<file path="src/rtl/pfs_pkg.sv">
package pfs_pkg;

    typedef enum logic [1:0] {
        PH_IDLE,
        PH_DATA,
        PH_CRC,
        PH_ZERO
    } phase_e;

    typedef struct packed {
        logic [1:0] cnt_len;
        logic       res_low;
        logic       crc6_force;
        logic       no_zero;
    } frame_cfg_t;

    localparam int CRC_MAX_W = 6;
    localparam logic [CRC_MAX_W-1:0] POLY5_TAPS = 6'h05;
    localparam logic [CRC_MAX_W-1:0] POLY6_TAPS = 6'h03;

    // One MSB-first Galois step; in narrow mode bit 5 is kept clear.
    function automatic logic [CRC_MAX_W-1:0] crc_step(
        input logic [CRC_MAX_W-1:0] cur,
        input logic                 din,
        input logic                 wide
    );
        logic                 fb;
        logic [CRC_MAX_W-1:0] nx;
        fb = din ^ (wide ? cur[5] : cur[4]);
        nx = {cur[4:0], 1'b0};
        if (!wide) nx[5] = 1'b0;
        if (fb) nx = nx ^ (wide ? POLY6_TAPS : POLY5_TAPS);
        return nx;
    endfunction

endpackage

</file>
<file path="src/rtl/pfs_field_pack.sv">
module pfs_field_pack
    import pfs_pkg::*;
#(
    parameter int CNT_STEP   = 8,
    parameter int ANG_W      = 13,
    parameter int AUTO_LIMIT = 25,
    parameter int DATA_W     = 3 * CNT_STEP + ANG_W + 2,
    parameter int LEN_W      = $clog2(DATA_W + 1)
) (
    input  logic                    clk,
    input  logic                    rst,
    input  logic                    load,
    input  logic                    shift,
    input  frame_cfg_t              cfg_in,
    input  logic [3*CNT_STEP-1:0]   cnt_in,
    input  logic [ANG_W-1:0]        ang_in,
    input  logic [1:0]              err_in,
    output logic                    data_msb,
    output logic [LEN_W-1:0]        data_len,
    output logic                    crc_wide,
    output logic                    no_zero
);
    localparam int CNT_MAX_W = 3 * CNT_STEP;
    localparam int TAIL_W    = ANG_W + 2;

    logic [LEN_W-1:0]     n_cnt;
    logic [LEN_W-1:0]     n_ang;
    logic [LEN_W-1:0]     len_d;
    logic [CNT_MAX_W-1:0] cnt_al;
    logic [TAIL_W-1:0]    tail_v;
    logic [DATA_W-1:0]    vec_d;
    logic                 wide_d;

    logic [DATA_W-1:0]    vec_q;
    logic [LEN_W-1:0]     len_q;
    logic                 wide_q;
    logic                 nz_q;

    // field widths from configuration, left-aligned assembly
    always_comb begin
        n_cnt  = LEN_W'(cfg_in.cnt_len) * LEN_W'(CNT_STEP);
        n_ang  = cfg_in.res_low ? LEN_W'(ANG_W - 1) : LEN_W'(ANG_W);
        len_d  = n_cnt + n_ang + LEN_W'(2);
        cnt_al = cnt_in << (LEN_W'(CNT_MAX_W) - n_cnt);
        tail_v = cfg_in.res_low ? {ang_in[ANG_W-1:1], err_in, 1'b0}
                                : {ang_in, err_in};
        vec_d  = {cnt_al, {TAIL_W{1'b0}}}
               | ({tail_v, {CNT_MAX_W{1'b0}}} >> n_cnt);
        wide_d = cfg_in.crc6_force || (len_d > LEN_W'(AUTO_LIMIT));
    end

    always_ff @(posedge clk) begin
        if (rst) begin
            vec_q  <= '0;
            len_q  <= LEN_W'(ANG_W + 2);
            wide_q <= 1'b0;
            nz_q   <= 1'b0;
        end else if (load) begin
            vec_q  <= vec_d;
            len_q  <= len_d;
            wide_q <= wide_d;
            nz_q   <= cfg_in.no_zero;
        end else if (shift) begin
            vec_q  <= {vec_q[DATA_W-2:0], 1'b0};
        end
    end

    assign data_msb = vec_q[DATA_W-1];
    assign data_len = len_q;
    assign crc_wide = wide_q;
    assign no_zero  = nz_q;

    // captured frame content only moves on load or shift
    a_r10_capture_hold: assert property (@(posedge clk) disable iff (rst)
        (!load && !shift) |=> ($stable(vec_q) && $stable(len_q) && $stable(wide_q)));

    // captured length always within the legal range
    a_r4_len_range: assert property (@(posedge clk) disable iff (rst)
        (len_q >= LEN_W'(ANG_W + 1)) && (len_q <= LEN_W'(DATA_W)));

endmodule

</file>
<file path="src/rtl/pfs_crc.sv">
module pfs_crc
    import pfs_pkg::*;
(
    input  logic clk,
    input  logic rst,
    input  logic clear,
    input  logic data_shift,
    input  logic data_bit,
    input  logic out_shift,
    input  logic wide,
    output logic crc_out_inv
);
    logic [CRC_MAX_W-1:0] crc_q;
    logic [CRC_MAX_W-1:0] crc_d;

    always_comb begin
        crc_d = crc_q;
        if (clear) begin
            crc_d = '0;
        end else if (data_shift) begin
            crc_d = crc_step(crc_q, data_bit, wide);
        end else if (out_shift) begin
            crc_d = {crc_q[4:0], 1'b0};
            if (!wide) crc_d[5] = 1'b0;
        end
    end

    always_ff @(posedge clk) begin
        if (rst) crc_q <= '0;
        else     crc_q <= crc_d;
    end

    // complemented MSB of the active width
    assign crc_out_inv = ~(wide ? crc_q[5] : crc_q[4]);

    // narrow mode never carries a sixth bit
    a_r6_narrow_clear: assert property (@(posedge clk) disable iff (rst)
        (!wide && !$past(wide)) |-> (crc_q[5] == 1'b0));

    // each frame starts from a zero register
    a_r6_clear_zero: assert property (@(posedge clk) disable iff (rst)
        clear |=> (crc_q == '0));

endmodule

</file>
<file path="src/rtl/pfs_seq.sv">
module pfs_seq
    import pfs_pkg::*;
#(
    parameter int LEN_W = 6
) (
    input  logic             clk,
    input  logic             rst,
    input  logic             start,
    input  logic             shift_en,
    input  logic [LEN_W-1:0] data_len,
    input  logic             crc_wide,
    input  logic             no_zero,
    output phase_e           phase,
    output logic             load,
    output logic             shift_data,
    output logic             shift_crc,
    output logic             frame_done
);
    phase_e           ph_q, ph_d;
    logic [LEN_W-1:0] bit_q, bit_d;
    logic             done_q, done_d;
    logic             last_data;
    logic             last_crc;

    assign last_data  = (bit_q == data_len - LEN_W'(1));
    assign last_crc   = (bit_q == (crc_wide ? LEN_W'(5) : LEN_W'(4)));
    assign load       = (ph_q == PH_IDLE) && start;
    assign shift_data = (ph_q == PH_DATA) && shift_en;
    assign shift_crc  = (ph_q == PH_CRC) && shift_en;

    always_comb begin
        ph_d   = ph_q;
        bit_d  = bit_q;
        done_d = 1'b0;
        unique case (ph_q)
            PH_IDLE: begin
                if (start) begin
                    ph_d  = PH_DATA;
                    bit_d = '0;
                end
            end
            PH_DATA: begin
                if (shift_en) begin
                    if (last_data) begin
                        ph_d  = PH_CRC;
                        bit_d = '0;
                    end else begin
                        bit_d = bit_q + LEN_W'(1);
                    end
                end
            end
            PH_CRC: begin
                if (shift_en) begin
                    if (last_crc) begin
                        bit_d = '0;
                        if (no_zero) begin
                            ph_d   = PH_IDLE;
                            done_d = 1'b1;
                        end else begin
                            ph_d = PH_ZERO;
                        end
                    end else begin
                        bit_d = bit_q + LEN_W'(1);
                    end
                end
            end
            PH_ZERO: begin
                if (shift_en) begin
                    ph_d   = PH_IDLE;
                    done_d = 1'b1;
                end
            end
            default: ph_d = PH_IDLE;
        endcase
    end

    always_ff @(posedge clk) begin
        if (rst) begin
            ph_q   <= PH_IDLE;
            bit_q  <= '0;
            done_q <= 1'b0;
        end else begin
            ph_q   <= ph_d;
            bit_q  <= bit_d;
            done_q <= done_d;
        end
    end

    assign phase      = ph_q;
    assign frame_done = done_q;

    // end pulse lasts one cycle
    a_r9_done_single: assert property (@(posedge clk) disable iff (rst)
        frame_done |=> !frame_done);

    // a running frame is never reloaded
    a_r2_no_restart: assert property (@(posedge clk) disable iff (rst)
        (ph_q != PH_IDLE && start && !shift_en) |=> (ph_q == $past(ph_q)));

endmodule

</file>
<file path="src/rtl/pos_frame_serializer.sv">
module pos_frame_serializer
    import pfs_pkg::*;
#(
    parameter int CNT_STEP   = 8,
    parameter int ANG_W      = 13,
    parameter int AUTO_LIMIT = 25
) (
    input  logic                  clk,
    input  logic                  rst,
    input  logic                  start,
    input  logic                  shift_en,
    input  logic [1:0]            cfg_cnt_len,
    input  logic                  cfg_res_low,
    input  logic                  cfg_crc6_force,
    input  logic                  cfg_no_zero,
    input  logic [3*CNT_STEP-1:0] cnt_in,
    input  logic [ANG_W-1:0]      ang_in,
    input  logic [1:0]            err_in,
    output logic                  sdo,
    output logic                  busy,
    output logic                  frame_done
);
    localparam int DATA_W = 3 * CNT_STEP + ANG_W + 2;
    localparam int LEN_W  = $clog2(DATA_W + 1);

    frame_cfg_t       cfg;
    phase_e           phase;
    logic             load;
    logic             shift_data;
    logic             shift_crc;
    logic             data_msb;
    logic [LEN_W-1:0] data_len;
    logic             crc_wide;
    logic             no_zero;
    logic             crc_bit_inv;

    assign cfg = '{cnt_len:    cfg_cnt_len,
                   res_low:    cfg_res_low,
                   crc6_force: cfg_crc6_force,
                   no_zero:    cfg_no_zero};

    pfs_field_pack #(
        .CNT_STEP   (CNT_STEP),
        .ANG_W      (ANG_W),
        .AUTO_LIMIT (AUTO_LIMIT),
        .DATA_W     (DATA_W),
        .LEN_W      (LEN_W)
    ) u_pack (
        .clk      (clk),
        .rst      (rst),
        .load     (load),
        .shift    (shift_data),
        .cfg_in   (cfg),
        .cnt_in   (cnt_in),
        .ang_in   (ang_in),
        .err_in   (err_in),
        .data_msb (data_msb),
        .data_len (data_len),
        .crc_wide (crc_wide),
        .no_zero  (no_zero)
    );

    pfs_crc u_crc (
        .clk         (clk),
        .rst         (rst),
        .clear       (load),
        .data_shift  (shift_data),
        .data_bit    (data_msb),
        .out_shift   (shift_crc),
        .wide        (crc_wide),
        .crc_out_inv (crc_bit_inv)
    );

    pfs_seq #(
        .LEN_W (LEN_W)
    ) u_seq (
        .clk        (clk),
        .rst        (rst),
        .start      (start),
        .shift_en   (shift_en),
        .data_len   (data_len),
        .crc_wide   (crc_wide),
        .no_zero    (no_zero),
        .phase      (phase),
        .load       (load),
        .shift_data (shift_data),
        .shift_crc  (shift_crc),
        .frame_done (frame_done)
    );

    always_comb begin
        unique case (phase)
            PH_DATA: sdo = data_msb;
            PH_CRC:  sdo = crc_bit_inv;
            PH_ZERO: sdo = 1'b0;
            default: sdo = 1'b1;
        endcase
    end

    assign busy = (phase != PH_IDLE);

    // idle line is high
    a_r1_idle_high: assert property (@(posedge clk) disable iff (rst)
        !busy |-> sdo);

    // a stall freezes the line
    a_r3_stall_hold: assert property (@(posedge clk) disable iff (rst)
        (busy && !shift_en) |=> (busy && $stable(sdo)));

    // trailing bit is low
    a_r8_zero_low: assert property (@(posedge clk) disable iff (rst)
        (phase == PH_ZERO) |-> !sdo);

    // busy only falls together with the end pulse
    a_r9_busy_fall: assert property (@(posedge clk) disable iff (rst)
        $fell(busy) |-> frame_done);

endmodule

</file>
<file path="config.mk">
export PLATFORM = sky130hd
export DESIGN_NAME = pos_frame_serializer
export DESIGN_NICKNAME = d
export VERILOG_FILES = /design/src/rtl/pfs_pkg.sv /design/src/rtl/pfs_field_pack.sv /design/src/rtl/pfs_crc.sv /design/src/rtl/pfs_seq.sv /design/src/rtl/pos_frame_serializer.sv
export SDC_FILE = /design/constraint.sdc
export NUM_CORES = 1
export LEC_CHECK = 0
export ABC_CLOCK_PERIOD_IN_PS = 2100
export BUFFER_PORTS_ARGS = -buffer_cell sky130_fd_sc_hd__buf_4
export CAP_MARGIN = 20
export CORE_MARGIN = 2
export CORE_UTILIZATION = 24
export CTS_CLUSTER_DIAMETER = 30
export DETAILED_ROUTE_END_ITERATION = 8
export PLACE_DENSITY = 0.45
export SLEW_MARGIN = 20
export SYNTH_ARGS = -nofsm -noshare
export SYNTH_HDL_FRONTEND = slang
export SYNTH_HIERARCHICAL = 1
export SYNTH_SLANG_ARGS = --single-unit
</file>
<file path="constraint.sdc">
create_clock -name clk -period 2.1 [get_ports clk]
set_input_delay 0.21 -clock clk [delete_from_list [all_inputs] [get_ports clk]]
set_output_delay 0.21 -clock clk [all_outputs]
set_load 0.005 [all_outputs]
</file>
After elaboration in Yosys (flattened, before gate mapping)
Cells that the tools add are included.
{"block": "op_classes", "n_addsub": 5, "n_lt_le_gt_ge": 1, "eq_ne": 11, "shifts": 2, "n_mux": 33, "bitwise_logic": 4, "n_reduce_logical": 12}
{"op": "$mux 39", "count": 2}
{"op": "$mux 6", "count": 8}
{"op": "$or 39x39->39", "count": 1}
{"op": "$shr 39x5->39", "count": 1}
{"op": "$shl 24x6->24", "count": 1}
{"op": "$pmux 6 s3", "count": 1}
{"op": "$mux 2", "count": 7}
{"op": "$eq 6x6->1", "count": 2}
{"op": "$mux 1", "count": 10}
{"op": "$ne 2x2->1 const B", "count": 4}
{"op": "$pmux 2 s4", "count": 1}
{"op": "$add 5x6->6", "count": 1}
{"op": "$add 6x1->6 const B", "count": 1}
{"op": "$add 6x2->6 const B", "count": 1}
{"op": "$gt 6x5->1 const B", "count": 1}
{"op": "$mux 3", "count": 2}
{"op": "$reduce_and 6->1", "count": 1}
{"op": "$reduce_bool 2->1", "count": 3}
{"op": "$sub 5x5->6 const A", "count": 1}
{"op": "$sub 6x1->6 const B", "count": 1}
{"op": "$xor 6x6->6", "count": 1}
{"op": "$eq 2x2->1 const B", "count": 2}
{"op": "$ne 2x1->1 const B", "count": 2}
{"op": "$reduce_and 4->1", "count": 1}
{"op": "other kinds (10)", "count": 12}
{"block": "totals", "ff_bits": 62, "inputBits": 48, "output_inout_bits": 3, "elab_cells": 76}

Logic depth before layout (Yosys ltp)
Gate-level depths: netlist of run 1.
{"block": "depth", "ltp_word": 7, "mapped_depth": 9, "mapped_depth_nobuf": 8}

Modules after synthesis
The synthesis of run 1 kept the hierarchy.
{"module": "pfs_field_pack", "n_inst": 1, "cells_per_inst": 292, "area_per_inst_um2": 2780.2, "seq_area_each_um2": 900.9}
{"module": "pfs_seq", "n_inst": 1, "cells_per_inst": 90, "area_per_inst_um2": 753.2, "seq_area_each_um2": 180.2}
{"module": "pfs_crc", "n_inst": 1, "cells_per_inst": 32, "area_per_inst_um2": 300.3, "seq_area_each_um2": 120.1}
{"module": "pos_frame_serializer", "n_inst": 1, "cells_per_inst": 4, "area_per_inst_um2": 30.0, "seq_area_each_um2": 0.0}

Worst setup path after synthesis of run 1
OpenSTA, ideal clock, no wires.
{"block": "synth_timing", "kind": "reg2reg", "start": "register u_pack.len_q[0], in the netlist u_pack/data_len[0]", "end": "register u_seq.ph_q[1], in the netlist u_seq/phase[1]", "setup_ps": 72, "arrival_ps": 1797, "t_required_ps": 2028, "setup_slack_ps": 232, "stages_incl_launch_ff": 9, "n_path_buf": 0, "synth_period_minus_slack_ps": 1868, "path_cell_list": "dfxtp_1 -> inv_1 -> ha_1 -> xnor2_1 -> a211oi_1 -> and4_4 -> o211ai_2 -> or3_1 -> a21oi_1"}
{"block": "synth_via", "elab_chain_len": 4}
{"element": "start, declared", "line_no": "pfs_field_pack.sv:35", "rtl": "logic [LEN_W-1:0] len_q;"}
{"element": "start signal, assigned", "line_no": "pfs_field_pack.sv:55", "rtl": "len_q <= LEN_W'(ANG_W + 2);"}
{"element": "start signal, assigned", "line_no": "pfs_field_pack.sv:60", "rtl": "len_q <= len_d;"}
{"element": "$sub 6x1->6", "line_no": "pfs_seq.sv:25", "rtl": "assign last_data = (bit_q == data_len - LEN_W'(1));"}
{"element": "$eq 6x6->1", "line_no": "pfs_seq.sv:25"}
{"element": "$ne 2x1->1 (no line)"}
{"element": "$reduce_and 6->1 (no line)"}
{"element": "end signal, assigned", "line_no": "pfs_seq.sv:83", "rtl": "ph_q <= ph_d;"}
{"element": "end, declared", "line_no": "pfs_seq.sv:19", "rtl": "phase_e ph_q, ph_d;"}
Every way passes these cells.
A chain may end at the register's enable or synchronous reset.

Final worst setup path of run 1
Same ends and word-level chain as after synthesis.

==> impl_metrics.tcl, run 1 <==
set metrics [dict create \
    htreeDepth 3 \
    synth_common_cells "dfxtp_1 (60), mux2i_1 (35), a211oi_1 (30)" \
    initial_utilization_pct 24.4 \
    cts_sinks 60 \
    grt_pass1_vias 3282 \
    mappedNetlistArea_mm2 0.00386 \
    root_buffer "clkbuf_16" \
    syn_avg_cell_area_um2 9.24 \
    outcome "completed" \
    grt.total_usage_pct 12.6 \
    ctsLongestPathBuffers 2 \
    drtIter0Drc 213 \
    die_h_um 131 \
    n_antenna_cell 0 \
    area_growth_pct 22.7 \
    power_frac_comb_pct 33.9 \
    clk_pin_slew_ps 50 \
    yosys-top-cells-area "dfxtp_1 (31%), mux2i_1 (9.1%), a211oi_1 (5.8%)" \
    synth_cell_types 75 \
    drive_gt1_share_pct 28.4 \
    endpoint_kind "register" \
    seq_power_share_pct 32.7 \
    crit_type "register to register" \
    cts_tree "done" \
    coreArea_mm2 0.0158 \
    dp_hpwl_mm 7.35 \
    numCtsBuffers 9 \
    hold_class "input pin to register" \
    ir_drop_mv 0.482 \
    whs_ps 119 \
    p_per_area_mw_per_mm2 1020 \
    wl_per_cell_um 14.9 \
    p_leak_nw 1.81 \
    die-width_um 131 \
    maxCapViolations 0 \
    p_int_mw 3.20 \
    ioPinCount 51 \
    yosysSeqAreaShare_pct 31.1 \
    async_flop_share_pct 0 \
    final_nets 517 \
    core.rowCount 46 \
    gr-usage-met3_pct 3.50 \
    finalClockSkew_ps 4.79 \
    yosys_register_bits 60 \
    post_cts.repair.setup_buffers 0 \
    place_area_mm2 0.00441 \
    cp_top_family "simple AND/OR/NAND/NOR gates" \
    grt_pass1_wl_mm 16.7 \
    power_frac_clock_pct 33.4 \
    synth_top_area_share_pct 31.1 \
    routabilityCongestion 0.780 \
    critPathMaxStageDelay_ps 350 \
    cts_resized 0 \
    grt.met1_usage_pct 15.6 \
    final_cell_area_mm2 0.00474 \
    cp_slowest_cell "dfxtp_2" \
    synthCells 418 \
    grt_max_degree 38 \
    slew_viol_final 0 \
    worstPathRequired_ps 2350 \
    vias 3205 \
    overflow 0 \
    synth_ff_type "dfxtp_1" \
    rsz0062_at_grt "false" \
    synth_warnings 6 \
    timing.critical_path.fanout_max 4 \
    tns_ps 0 \
    synth_top_area_cell "dfxtp_1" \
    drt-vias-per-instance 4.71 \
    hold_viol 0 \
    sw_frac_of_total_pct 33.8 \
    finalNonFillerCells 681 \
    crit_chain "inv_1, ha_1, xnor2_1, a211oi_1, and4_4, o211ai_2, or3_1, a21oi_1" \
    max_freq_mhz 506 \
    cp.arrival_ps 2230 \
    ant_nets 0 \
    clk_latency_ps 330 \
    drt_wl_total_mm 10.1 \
    use_met2_pct 21.3 \
    startpoint_type "register" \
    setup_viol 0 \
    synth.most_common_cell "dfxtp_1" \
    port-buffer-count 50 \
    first_pass_iters 4 \
    antenna_found_initial 0 \
    min_period_over_period_pct 94.1 \
    synth_edf_count 0 \
    p_switching_mw 1.64 \
    period_needed_ps 1980 \
    drcViolationCount 0 \
    die_area_mm2 0.0171 \
    power.total_mw 4.84 \
    critPathBufInv 1 \
    top_usage_layer "met2" \
    dpl.cell_count 665 \
    postCtsHoldBufs 0 \
]
## final timing paths
check / from / end / slack, ps / cells after the start
worst min register to register: u_pack/vec_q[0] / u_pack/vec_q[0] / 460 / 2
worst min-delay path: cfg_no_zero / u_pack/no_zero / 120 / 3
worst max-delay path: u_pack/data_len[0] / u_seq/phase[1] / 120 / 8
worst max register to register: u_pack/data_len[0] / u_seq/phase[1] / 120 / 8
## metrics by stage
| stage | utilization, % | setup slack [ps] |
|---|---|---|
| finish | 30.0 | 124 |
| CTS | 29.9 | 57.4 |
| global placement | 27.9 | 125 |
| global route | 30.0 | 2.18 |
| detailed placement | 27.9 | 58.1 |
| floorplan | - | 232 |
## logic make-up after synthesis
family | synth area share (%)
AND/OR/NAND/NOR | 17.4
AO/OA/AOI/OAI | 21.2
multiplexers | 17.6
flip-flops | 31.1
buffers and inverters | 6.70
XOR/XNOR | 2.95
adder cells (fa/ha/maj) | 2.91
other | 0.0971
## registers in the layout (all words and copies together) (netlist names)
signal            cells
u_crc/crc_q           6
u_pack/crc_wide       1
u_pack/data_len       4
u_pack/no_zero        1
u_pack/vec_q         39
u_seq/bit_q           6
u_seq/frame_done      1
u_seq/phase           2
## metal layers
| layer | vias to the layer above | routed length (µm) |
|---|---|---|
| met3 | 12 | 455 |
| met1 | 1514 | 4730 |
| li1 | 1623 | - |
| met4 | 0 | 125 |
| met5 | - | 0 |
| met2 | 56 | 4840 |
## worst min-delay path: stages
cell,delay [ps]
buf_4,80
mux2i_1,50
nor2_1,70
## area by class of cell
| class | count | area, µm² |
|---|---|---|
| fillers | 1671 | 11100 |
| multi-input cells | 316 | 2410 |
| flip-flops and latches | 60 | 1200 |
| repair buffers | 62 | 490 |
| well taps | 216 | 270 |
| clock buffers | 10 | 239 |
| clock inverters | 6 | 87.6 |
| inverters | 11 | 42.5 |
## placed cells by master (no fill, tap or decap), drive strengths merged, types with 12 or more instances in the layout
master  count
buf        62
mux2i      35
mux2       22
a211oi     35
dfxtp      60
nand2      26
nor2       29
and2       12
a21oi      15
o21ai      24
## power by group through the flow
stage | clock [mW] | sequential (mW) | combinational [mW]
after floorplan | 0 | 1.54 | 1.25
after global placement | 0 | 1.60 | 1.63
after detailed placement | 0 | 1.61 | 1.64
after CTS | 1.65 | 1.58 | 1.65
after global routing | 1.70 | 1.62 | 1.82
final | 1.62 | 1.58 | 1.64
(Power assumes the default switching activity.)
==> run 2: changes to the inputs <==
- ABC_CLOCK_PERIOD_IN_PS: 2100 -> 1900
- CTS_BUF_LIST: not set -> sky130_fd_sc_hd__clkbuf_4 sky130_fd_sc_hd__clkbuf_8
- clock period: 2.1 -> 1.9 ns (I/O delays scaled with it)
==> run 2 against run 1 <==
Net effect:
- clock skew grew 3.7 ps
- utilization shrank 0.087 points
- setup slack lost 61 ps
- clock-buffer cell count grew 2
- via count grew 2.4%
- power grew 1.5%
- die area is the same
- final area shrank 0.29%
- cell count grew 1.3%
- critical path depth shrank 1
==> impl_metrics.tcl, run 2 (synthesis results as in run 1) <==
set metrics [dict create \
    min_period_over_period_pct 96.7 \
    hold_viol 0 \
    area_growth_pct 22.4 \
    core.rowCount 46 \
    finalNonFillerCells 690 \
    most-common-layout-cells "buf_4 (68), dfxtp_1 (59), mux2i_1 (35)" \
    worstPathRequired_ps 2160 \
    max_freq_mhz 544 \
    timing.critical_path.fanout_max 4 \
    grt_pass1_vias 3237 \
    ioPinCount 51 \
    top_regs "u_pack/vec_q x39, u_crc/crc_q x6, u_seq/bit_q x6" \
    final_common_cell "buf_4" \
    cp.arrival_ps 2100 \
    outcome "completed" \
    overflow 0 \
    cp_slowest_cell "dfxtp_1" \
    cts_tree "done" \
    r2r_setup_slack_ps 60 \
    hold_class "input pin to register" \
    ir_drop_mv 0.329 \
    postCtsHoldBufs 0 \
    period_needed_ps 1840 \
    numCtsBuffers 9 \
    final_nets 526 \
    reg2regPathDepth 7 \
    worstSetupStartpoint "u_seq/phase[0]" \
    top_register "u_pack/vec_q" \
    drive_gt1_share_pct 31.2 \
    r2r-end "u_seq/bit_q[5]" \
    p_per_area_mw_per_mm2 1040 \
    slew_viol_final 0 \
    min_path_cells 3 \
    initial_utilization_pct 24.4 \
    post_cts.repair.setup_buffers 0 \
    grt.total_usage_pct 12.5 \
    cp_top_family "simple AND/OR/NAND/NOR gates" \
    ctsLongestPathBuffers 2 \
    maxCapViolations 0 \
    n_fill_cell 1694 \
    root_buffer "clkbuf_8" \
    startpoint_type "register" \
    clk_pin_slew_ps 70 \
    first_pass_iters 4 \
    setup_viol 0 \
    reg2reg_from "u_seq/phase[0]" \
    clk_latency_ps 340 \
    htreeDepth 3 \
    finalClockSkew_ps 8.47 \
    grt_pass1_wl_mm 16.6 \
    endpoint_kind "register" \
    dp_slack_ps -2.90 \
    die_area_mm2 0.0171 \
    routabilityCongestion 0.778 \
    fin_util_pct 29.9 \
    critPathMaxStageDelay_ps 380 \
    largest_reg_flops 39 \
    antenna_found_initial 0 \
    coreArea_mm2 0.0158 \
    vias 3282 \
    grt_max_degree 33 \
    n_antenna_cell 0 \
    cts_sinks 60 \
    p_leak_nw 1.80 \
    dpl.cell_count 674 \
    die-width_um 131 \
    port-buffer-count 50 \
    fin_ws_ps 63.0 \
    wl_per_cell_um 14.9 \
    holdCritStartpoint "cfg_no_zero" \
    crit_chain "inv_1, ha_1, nor2_2, o211a_1, nand4_1, or3_1, a211oi_2" \
    rsz0062_at_grt "true" \
    drcViolationCount 0 \
    die_h_um 131 \
    hold_path_end "u_pack/no_zero" \
    drt-vias-per-instance 4.76 \
    critPathBufInv 1 \
    drt_wl_total_mm 10.3 \
    drtIter0Drc 217 \
    ant_nets 0 \
    dp_hpwl_mm 7.59 \
    crit_type "register to register" \
]
[run 2: cell count changes in the layout (fill, tap and decap cells not counted), sizes merged]
cell,previous run,this run
clkbuf,10,12
clkinv,5,2
bufinv,2,1
inv,10,11
buf,62,71
clkinvlp,0,1
[run 2: through the flow]
step           setup TNS (ps)  cell area [µm²]  total power, mW  hold WS [ps]
2_1_floorplan               0             3870             3.08           267
3_3_place_gp                0             4480             3.65           439
3_5_place_dp            -2.90             4480             3.68           438
4_1_cts                     0             4690             4.91          72.6
5_1_grt                 -51.4             4730             5.27          76.5
6_report                    0             4730             4.91          87.9
[run 2: worst max path at each step]
stage | end | slack (ps) | depth (start not counted)
finish | u_seq/bit_q[5] | 60 | 7
global route | u_seq/bit_q[5] | -30 | 7
CTS | u_seq/phase[1] | 10 | 8
detailed placement | u_pack/vec_q[23] | -3 | 7
global placement | u_seq/phase[1] | 20 | 8
floorplan | u_seq/phase[1] | 30 | 8
[run 2: power breakdown]
part | switching, mW | internal [mW]
Sequential | 0.189 | 1.54
Clock | 0.516 | 0.688
Combinational | 1.06 | 0.914
[run 2: area by class of cell]
class | instances | area (µm²) | area share, %
Clock inverter | 4 | 47.5 | 1.01
Clock buffer | 12 | 159 | 3.36
Timing Repair Buffer | 71 | 562 | 11.9
Sequential cell | 60 | 1200 | 25.4
Tap cell | 216 | 270 | 5.72
Multi-Input combinational cell | 316 | 2440 | 51.7
Inverter | 11 | 43.8 | 0.926
[run 2: routing by layer]
layer  part of all wire, %  up-vias  track usage (%)
met5                     0        -                0
met4                  0.83        0             2.69
met3                   4.1        6             3.18
met2                    49       54             21.3
met1                    46     1591             15.9
li1                      -     1631                -
[run 2: timing repair]
item,4_1_cts,5_1_grt
gates resized for setup,1,12
pin swaps,2,2
endpoints found under the setup margin,2,26
[run 2: worst register-to-register path: cells and delay by family (launching register included)]
family / cells / cell delay (ps)
AO/OA/AOI/OAI: 2 / 390
adder cells (fa/ha/maj): 1 / 240
buffers and inverters: 1 / 110
flip-flops: 1 / 380
AND/OR/NAND/NOR: 3 / 630
